<file path="src/rtl/dbg_pc_pkg.sv">
package dbg_pc_pkg;
  // Tracking of what the debugger may still rely on while halted
  typedef enum logic [1:0] {
    TRK_RUN   = 2'd0,  // core running, nothing tracked
    TRK_FRESH = 2'd1,  // PC read defined, restart address not
    TRK_PCSET = 2'd2,  // restart address defined, PC read not
    TRK_UNDEF = 2'd3   // neither defined
  } trk_e;
endpackage

</file>
<file path="src/rtl/dbg_pc_track.sv">
module dbg_pc_track
  import dbg_pc_pkg::*;
(
  input  logic clk,
  input  logic rst,
  input  logic halt_req,
  input  logic kind_ok,
  input  logic st_wr,
  input  logic pc_wr,
  input  logic fpc_wr,
  input  logic fpc_ok,
  input  logic restart_req,
  output trk_e state_q,
  output trk_e state_eff,
  output trk_e state_nxt
);
  always_comb begin
    state_eff = state_q;
    if (state_q != TRK_RUN) begin
      if (st_wr)  state_eff = TRK_UNDEF;
      if (pc_wr)  state_eff = TRK_PCSET;
      if (fpc_wr) state_eff = fpc_ok ? TRK_PCSET : TRK_UNDEF;
    end
  end

  always_comb begin
    if (state_q == TRK_RUN)
      state_nxt = (halt_req && kind_ok) ? TRK_FRESH : TRK_RUN;
    else if (restart_req)
      state_nxt = TRK_RUN;
    else
      state_nxt = state_eff;
  end

  always_ff @(posedge clk) begin
    if (rst) state_q <= TRK_RUN;
    else     state_q <= state_nxt;
  end

  AST_BAD_KIND_STAYS_RUN: assert property (@(posedge clk) disable iff (rst)
    (state_q == TRK_RUN && !(halt_req && kind_ok)) |=> state_q == TRK_RUN);
  AST_ENTRY_FRESH: assert property (@(posedge clk) disable iff (rst)
    (state_q == TRK_RUN && halt_req && kind_ok) |=> state_q == TRK_FRESH);
  AST_FAIL_LEAVES_UNDEF: assert property (@(posedge clk) disable iff (rst)
    (state_q != TRK_RUN && fpc_wr && !fpc_ok && !restart_req) |=> state_q == TRK_UNDEF);
endmodule

</file>
<file path="src/rtl/dbg_pc_hold.sv">
module dbg_pc_hold #(
  parameter int ADDR_W   = 32,
  parameter int FULL_OFS = 8,
  parameter int CMP_OFS  = 4
) (
  input  logic              clk,
  input  logic              rst,
  input  logic              running,
  input  logic              entry,
  input  logic [ADDR_W-1:0] base_addr,
  input  logic              prev_compact,
  input  logic              pc_wr,
  input  logic [ADDR_W-1:0] pc_wr_data,
  input  logic              fpc_wr,
  input  logic              fpc_ok,
  input  logic [ADDR_W-1:0] fpc_data,
  output logic [ADDR_W-1:0] pc_q,
  output logic [ADDR_W-1:0] pc_eff,
  output logic [ADDR_W-1:0] pc_nxt
);
  localparam logic [ADDR_W-1:0] FULL_INC = ADDR_W'(FULL_OFS);
  localparam logic [ADDR_W-1:0] CMP_INC  = ADDR_W'(CMP_OFS);

  always_comb begin
    pc_eff = pc_q;
    if (!running) begin
      if (pc_wr)           pc_eff = pc_wr_data;
      if (fpc_wr && fpc_ok) pc_eff = fpc_data;
    end
  end

  always_comb begin
    if (running)
      pc_nxt = entry ? base_addr + (prev_compact ? CMP_INC : FULL_INC) : pc_q;
    else
      pc_nxt = pc_eff;
  end

  always_ff @(posedge clk) begin
    if (rst) pc_q <= '0;
    else     pc_q <= pc_nxt;
  end

  AST_PC_FROZEN: assert property (@(posedge clk) disable iff (rst)
    (!running && !pc_wr && !(fpc_wr && fpc_ok)) |=> $stable(pc_q));
endmodule

</file>
<file path="src/rtl/dbg_status_hold.sv">
module dbg_status_hold #(
  parameter int ST_W = 32
) (
  input  logic            clk,
  input  logic            rst,
  input  logic            halted,
  input  logic            st_wr,
  input  logic [ST_W-1:0] st_wr_data,
  input  logic [ST_W-1:0] run_status,
  output logic [ST_W-1:0] st_q
);
  always_ff @(posedge clk) begin
    if (rst)          st_q <= '0;
    else if (!halted) st_q <= run_status;
    else if (st_wr)   st_q <= st_wr_data;
  end

  AST_STATUS_HOLDS: assert property (@(posedge clk) disable iff (rst)
    (halted && !st_wr) |=> $stable(st_q));
  AST_STATUS_WRITTEN: assert property (@(posedge clk) disable iff (rst)
    (halted && st_wr) |=> st_q == $past(st_wr_data));
endmodule

</file>
<file path="src/rtl/dbg_pc_ctrl.sv">
module dbg_pc_ctrl
  import dbg_pc_pkg::*;
#(
  parameter int              ADDR_W    = 32,
  parameter int              ST_W      = 32,
  parameter int              KIND_W    = 3,
  parameter int              NUM_KINDS = 5,
  parameter int              KIND_VEC  = 0,
  parameter int              FULL_OFS  = 8,
  parameter int              CMP_OFS   = 4,
  parameter logic [ADDR_W-1:0] UNDEF_PAT = 32'hDEAD_BEEF
) (
  input  logic              clk,
  input  logic              rst,
  input  logic              halt_req,
  input  logic [KIND_W-1:0] entry_kind,
  input  logic              prev_compact,
  input  logic [ADDR_W-1:0] entry_ret_addr,
  input  logic [ADDR_W-1:0] entry_vec_addr,
  input  logic [ST_W-1:0]   run_status,
  input  logic              dbg_pc_wr,
  input  logic [ADDR_W-1:0] dbg_pc_data,
  input  logic              dbg_st_wr,
  input  logic [ST_W-1:0]   dbg_st_data,
  input  logic              fpc_wr,
  input  logic              fpc_cond_ok,
  input  logic [ADDR_W-1:0] fpc_data,
  input  logic              restart_req,
  output logic              halted,
  output logic [ADDR_W-1:0] pc_rd_data,
  output logic              pc_rd_ok,
  output logic [ST_W-1:0]   status_rd,
  output logic [ADDR_W-1:0] resume_addr,
  output logic              resume_ok,
  output logic              resume_go
);
  localparam logic [KIND_W-1:0] VEC_CODE = KIND_W'(KIND_VEC);

  logic              kind_ok;
  logic              running;
  logic              entry;
  logic [ADDR_W-1:0] base_addr;
  logic [ADDR_W-1:0] pc_q, pc_eff, pc_nxt;
  trk_e              st_q, st_eff, st_nxt;

  generate
    if (NUM_KINDS >= (1 << KIND_W)) begin : g_all_kinds
      assign kind_ok = 1'b1;
    end else begin : g_some_kinds
      localparam logic [KIND_W-1:0] KIND_LIM = KIND_W'(NUM_KINDS);
      assign kind_ok = entry_kind < KIND_LIM;
    end
  endgenerate

  assign running   = (st_q == TRK_RUN);
  assign entry     = running && halt_req && kind_ok;
  assign base_addr = (entry_kind == VEC_CODE) ? entry_vec_addr : entry_ret_addr;
  assign halted    = !running;

  dbg_pc_track u_track (
    .clk        (clk),
    .rst        (rst),
    .halt_req   (halt_req),
    .kind_ok    (kind_ok),
    .st_wr      (dbg_st_wr),
    .pc_wr      (dbg_pc_wr),
    .fpc_wr     (fpc_wr),
    .fpc_ok     (fpc_cond_ok),
    .restart_req(restart_req),
    .state_q    (st_q),
    .state_eff  (st_eff),
    .state_nxt  (st_nxt)
  );

  dbg_pc_hold #(
    .ADDR_W  (ADDR_W),
    .FULL_OFS(FULL_OFS),
    .CMP_OFS (CMP_OFS)
  ) u_hold (
    .clk         (clk),
    .rst         (rst),
    .running     (running),
    .entry       (entry),
    .base_addr   (base_addr),
    .prev_compact(prev_compact),
    .pc_wr       (dbg_pc_wr),
    .pc_wr_data  (dbg_pc_data),
    .fpc_wr      (fpc_wr),
    .fpc_ok      (fpc_cond_ok),
    .fpc_data    (fpc_data),
    .pc_q        (pc_q),
    .pc_eff      (pc_eff),
    .pc_nxt      (pc_nxt)
  );

  dbg_status_hold #(
    .ST_W(ST_W)
  ) u_status (
    .clk       (clk),
    .rst       (rst),
    .halted    (halted),
    .st_wr     (dbg_st_wr),
    .st_wr_data(dbg_st_data),
    .run_status(run_status),
    .st_q      (status_rd)
  );

  // Registered read and launch outputs
  always_ff @(posedge clk) begin
    if (rst) begin
      pc_rd_data  <= UNDEF_PAT;
      pc_rd_ok    <= 1'b0;
      resume_addr <= UNDEF_PAT;
      resume_ok   <= 1'b0;
      resume_go   <= 1'b0;
    end else begin
      pc_rd_ok   <= (st_nxt == TRK_FRESH);
      pc_rd_data <= (st_nxt == TRK_FRESH) ? pc_nxt : UNDEF_PAT;
      resume_go  <= !running && restart_req;
      if (!running && restart_req) begin
        resume_ok   <= (st_eff == TRK_PCSET);
        resume_addr <= (st_eff == TRK_PCSET) ? pc_eff : UNDEF_PAT;
      end
    end
  end

  AST_GO_ONE_CYCLE: assert property (@(posedge clk) disable iff (rst)
    resume_go |=> !resume_go);
  AST_RELEASE_CLEARS: assert property (@(posedge clk) disable iff (rst)
    (halted && restart_req) |=> (!halted && !pc_rd_ok && resume_go));
  AST_PCWR_HIDES_READ: assert property (@(posedge clk) disable iff (rst)
    (halted && (dbg_pc_wr || fpc_wr || dbg_st_wr)) |=> !pc_rd_ok);
  AST_RUN_NO_READ: assert property (@(posedge clk) disable iff (rst)
    (!halted && !entry) |=> (!pc_rd_ok && !halted));
  AST_READ_FROZEN: assert property (@(posedge clk) disable iff (rst)
    (halted && !dbg_pc_wr && !fpc_wr && !dbg_st_wr && !restart_req)
      |=> ($stable(pc_rd_data) && $stable(pc_rd_ok)));
endmodule

</file>
<file path="config.mk">
export PLATFORM = sky130hd
export DESIGN_NAME = dbg_pc_ctrl
export DESIGN_NICKNAME = d
export VERILOG_FILES = /design/src/rtl/dbg_pc_pkg.sv /design/src/rtl/dbg_pc_track.sv /design/src/rtl/dbg_pc_hold.sv /design/src/rtl/dbg_status_hold.sv /design/src/rtl/dbg_pc_ctrl.sv
export SDC_FILE = /design/constraint.sdc
export NUM_CORES = 1
export LEC_CHECK = 0
export ABC_AREA = 1
export BUFFER_PORTS_ARGS = -buffer_cell sky130_fd_sc_hd__buf_4
export CORE_ASPECT_RATIO = 1.4
export CORE_MARGIN = 10
export CORE_UTILIZATION = 49
export CTS_BUF_LIST = sky130_fd_sc_hd__clkbuf_16
export DETAILED_ROUTE_END_ITERATION = 7
export PLACE_DENSITY = 0.82
export SLEW_MARGIN = 20
export SYNTH_ARGS = -nofsm -noshare
export SYNTH_HDL_FRONTEND = slang
export SYNTH_SLANG_ARGS = --single-unit
</file>
<file path="constraint.sdc">
create_clock -name clk -period 2.6 [get_ports clk]
set_input_delay 0 -clock clk [delete_from_list [all_inputs] [get_ports clk]]
set_output_delay 0 -clock clk [all_outputs]
set_load 0.01 [all_outputs]
</file>
==> insert_results.sql <==
INSERT INTO impl_metrics (metric_group, metric, value, unit) VALUES
('worst_setup_path', 'cp-end-kind', 'register', ''),
('floorplanning', 'rows', '52', ''),
('power', 'p_total', '5.999', 'mW'),
('sta', 'fmaxAchievable', '451.5', 'MHz'),
('placement', 'post-dp-hpwl', '22760', 'um'),
('global_route', 'grt_remaining_overflow', '0', ''),
('logic_synthesis', 'synth.avg_cell_area', '6.831', 'sq um'),
('placement', 'detailedPlace.worstSlack', '0.2923', 'ns'),
('clock_network', 'clock_tree_from_tritoncts', 'yes', ''),
('finish', 'finish.cell_count_without_fillers', '1604', ''),
('sta', 'min_period', '2.215', 'ns'),
('floorplanning', 'die_boundary_width', '122.5', 'um'),
('placement', 'routabilityCongestion', '1.005', ''),
('sta', 'fin_crit_sh', '0.8518', ''),
('worst_hold_path', 'worst_hold_path_type', 'input pin to register', ''),
('clock_network', 'cts_buffers', '17', ''),
('logic_synthesis', 'synth_top_cells_by_count', 'sky130_fd_sc_hd__nand2_1 (273), sky130_fd_sc_hd__dfxtp_1 (133), sky130_fd_sc_hd__a21oi_1 (117)', ''),
('sta', 'finalMaxSlewViolations', '0', ''),
('sta', 'finalClockSkew', '0.008759', 'ns'),
('sta', 'hold_violation_count_in_the_final_report', '0', ''),
('floorplanning', 'die-area', '20030', 'sq um'),
('drt', 'route.detailed.wl_per_inst', '19.75', 'um'),
('power', 'power.leakage', '4.919', 'nW'),
('global_route', 'grt_start_max_net_pins', '59', ''),
('global_route', 'grt_pass1_vias', '8828', ''),
('finish', 'areaGrowthSynthToFinish', '50.47', '%'),
('placement', 'dp.cells', '1502', ''),
('finish', 'register_area', '2663', 'sq um'),
('clock_network', 'cts_num_sinks', '133', ''),
('worst_setup_path', 'timing.critical_path.required', '2.90', 'ns'),
('logic_synthesis', 'synth-warning-count', '0', ''),
('sta', 'grt_setup_unrepaired', 'no', ''),
('logic_synthesis', 'synthesis.nets', '1262', ''),
('sta', 'final.hold.worst_slack', '0.01524', 'ns'),
('clock_network', 'htree_num_levels', '4', ''),
('floorplanning', 'die_h', '163.5', 'um'),
('drt', 'routed_wl', '31680', 'um'),
('global_route', 'grt_usage', '0.3040', ''),
('finish', 'layout-drive-gt1-share', '0.3110', ''),
('logic_synthesis', 'netlist_instances', '1055', ''),
('drt', 'vias', '8943', ''),
('worst_setup_path', 'critPathArrivalTime', '2.51', 'ns'),
('logic_synthesis', 'post-synth-top-area-cell', 'sky130_fd_sc_hd__dfxtp_1', ''),
('finish', 'n_fill_cell', '1134', ''),
('placement', 'io_buffers', '303', ''),
('clock_network', 'cts.path.max_buffers', '2', ''),
('drt', '1st_iter_drt_viols', '890', ''),
('flow_run', 'max_cap_viol_count', '0', ''),
('clock_network', 'ctsRootBufferMaster', 'sky130_fd_sc_hd__clkbuf_16', ''),
('worst_setup_path', 'critical_path.max_fanout', '29', ''),
('logic_synthesis', 'post_synth_main_area_contributors', 'sky130_fd_sc_hd__dfxtp_1 (37%), sky130_fd_sc_hd__nand2_1 (14%), sky130_fd_sc_hd__a21oi_1 (8.1%), sky130_fd_sc_hd__o21ai_0 (6.0%), sky130_fd_sc_hd__nand3_1 (4.4%)', ''),
('logic_synthesis', 'ys_seq_area_frac', '0.3694', ''),
('logic_synthesis', 'synth_enable_flop_cells', '0', ''),
('logic_synthesis', 'synthFlopType', 'sky130_fd_sc_hd__dfxtp_1', ''),
('floorplanning', 'placeableCoreArea', '14440', 'sq um'),
('drt', 'ant_nets', '0', ''),
('logic_synthesis', 'synth_seq_cells', '133', ''),
('logic_synthesis', 'yosysMostFrequentCell', 'sky130_fd_sc_hd__nand2_1', ''),
('sta', 'setup_viol_count_final', '0', ''),
('power', 'largest_vdd_supply_drop', '0.0003967', 'V'),
('drt', 'drcViolationCount', '0', ''),
('finish', 'multi_input_comb_area', '3941', 'sq um'),
('sta', 'setup_ws', '0.3853', 'ns'),
('finish', 'final_nets', '1609', ''),
('logic_synthesis', 'cell_area_after_technology_mapping', '7207', 'sq um'),
('finish', 'stdcell_area', '10840', 'sq um'),
('logic_synthesis', 'synth_top_area_frac', '0.3694', ''),
('run_status', 'outcome', 'finished, final reports clean', ''),
('worst_setup_path', 'criticalPathCategory', 'register to register', ''),
('sta', 'timing.setup.tns', '0', 'ns'),
('floorplanning', 'start_util', '0.4990', '');
-- logic make-up (layout without fill, tap and decap cells) --
| group | after synthesis | in the layout | share of synthesized area |
|---|---|---|---|
| flip-flops | 133 | 133 | 0.3694 |
| AND/OR/NAND/NOR | 489 | 489 | 0.3181 |
| multiplexers | 1 | 1 | 0.001562 |
| adder cells (fa/ha/maj) | 3 | 3 | 0.006250 |
| AO/OA/AOI/OAI | 275 | 275 | 0.2104 |
| XOR/XNOR | 8 | 8 | 0.009723 |
| buffers and inverters | 146 | 506 | 0.08455 |
-- timing repair --
item / CTS / global route
setup buffers: 0 / 3
hold buffers: 67 / 0
gates resized for setup: 0 / 0
endpoints found under the hold margin: 36 / 0
setup endpoints to repair: 0 / 2
-- state kept, by name (all words and copies together), names as in the netlist --
register / cells
pc_rd_data: 32
resume_addr: 32
u_hold.pc_q: 32
u_status.st_q: 32
u_track.state_q: 2
pc_rd_ok: 1
resume_go: 1
resume_ok: 1
-- layout make-up --
| cell class | instances | area share |
|---|---|---|
| clock buffer | 17 | 0.03923 |
| inverter | 78 | 0.02700 |
| clock inverter | 15 | 0.01223 |
| multi-input combinational | 776 | 0.3634 |
| timing repair buffer | 396 | 0.2908 |
| tap | 189 | 0.02181 |
| sequential | 133 | 0.2455 |
-- metal layers --
layer | vias up | track usage | wire, um
met3 | 94 | 0.06911 | 2972
li1 | 4210 | - | -
met1 | 4131 | 0.3503 | 11880
met2 | 506 | 0.5137 | 15290
met4 | 2 | 0.1531 | 1523
met5 | - | 0 | 8
-- cells in the final DEF (no fill, tap or decap), types with 3 or more instances in the layout --
master                          instances
sky130_fd_sc_hd__a21oi_1              117
sky130_fd_sc_hd__a31oi_1               30
sky130_fd_sc_hd__and2_1                 3
sky130_fd_sc_hd__buf_4                328
sky130_fd_sc_hd__clkbuf_16             17
sky130_fd_sc_hd__clkinv_2               3
sky130_fd_sc_hd__clkinv_4               5
sky130_fd_sc_hd__clkinvlp_4             3
sky130_fd_sc_hd__dfxtp_1              133
sky130_fd_sc_hd__dlygate4sd3_1         67
sky130_fd_sc_hd__inv_1                 70
sky130_fd_sc_hd__inv_2                  8
sky130_fd_sc_hd__nand2_1              273
sky130_fd_sc_hd__nand2_2               18
sky130_fd_sc_hd__nand2_4               10
sky130_fd_sc_hd__nand3_1               64
sky130_fd_sc_hd__nand3_2               10
sky130_fd_sc_hd__nand3b_1               3
sky130_fd_sc_hd__nand4_1                4
sky130_fd_sc_hd__nor2_1                71
sky130_fd_sc_hd__nor2_2                16
sky130_fd_sc_hd__nor2_4                10
sky130_fd_sc_hd__o211ai_1               4
sky130_fd_sc_hd__o21ai_0               86
sky130_fd_sc_hd__o21ai_1                5
sky130_fd_sc_hd__o22ai_1               12
sky130_fd_sc_hd__o311ai_0               6
sky130_fd_sc_hd__o32ai_1               12
sky130_fd_sc_hd__xor2_1                 6
-- power breakdown --
part	internal, mW	switching [mW]
Combinational	0.651	0.799
Clock	1.32	0.975
Sequential	2.18	0.0737
Total	4.15	1.85
-- final timing paths --
path	startpoint	end	slack (ns)	cells past startpoint
max	u_track.state_q[1]	u_hold.pc_q[1]	0.39	8
min	dbg_pc_data[27]	resume_addr[27]	0.02	5
max reg2reg	u_track.state_q[1]	u_hold.pc_q[1]	0.39	8
min reg2reg	resume_addr[14]	resume_addr[14]	0.47	2
-- worst max-delay path, stage by stage, from the launching register on --
cell                            delay [ns]
sky130_fd_sc_hd__dfxtp_1              0.33
sky130_fd_sc_hd__nor2_4               0.18
sky130_fd_sc_hd__inv_2                0.11
sky130_fd_sc_hd__nor3_4               0.20
sky130_fd_sc_hd__buf_4                0.35
sky130_fd_sc_hd__nand3_1              0.10
sky130_fd_sc_hd__dlygate4sd3_1        0.57
sky130_fd_sc_hd__a21oi_1              0.18
sky130_fd_sc_hd__nor2_1               0.05
No activity file was read; power rests on OpenSTA's default activity.
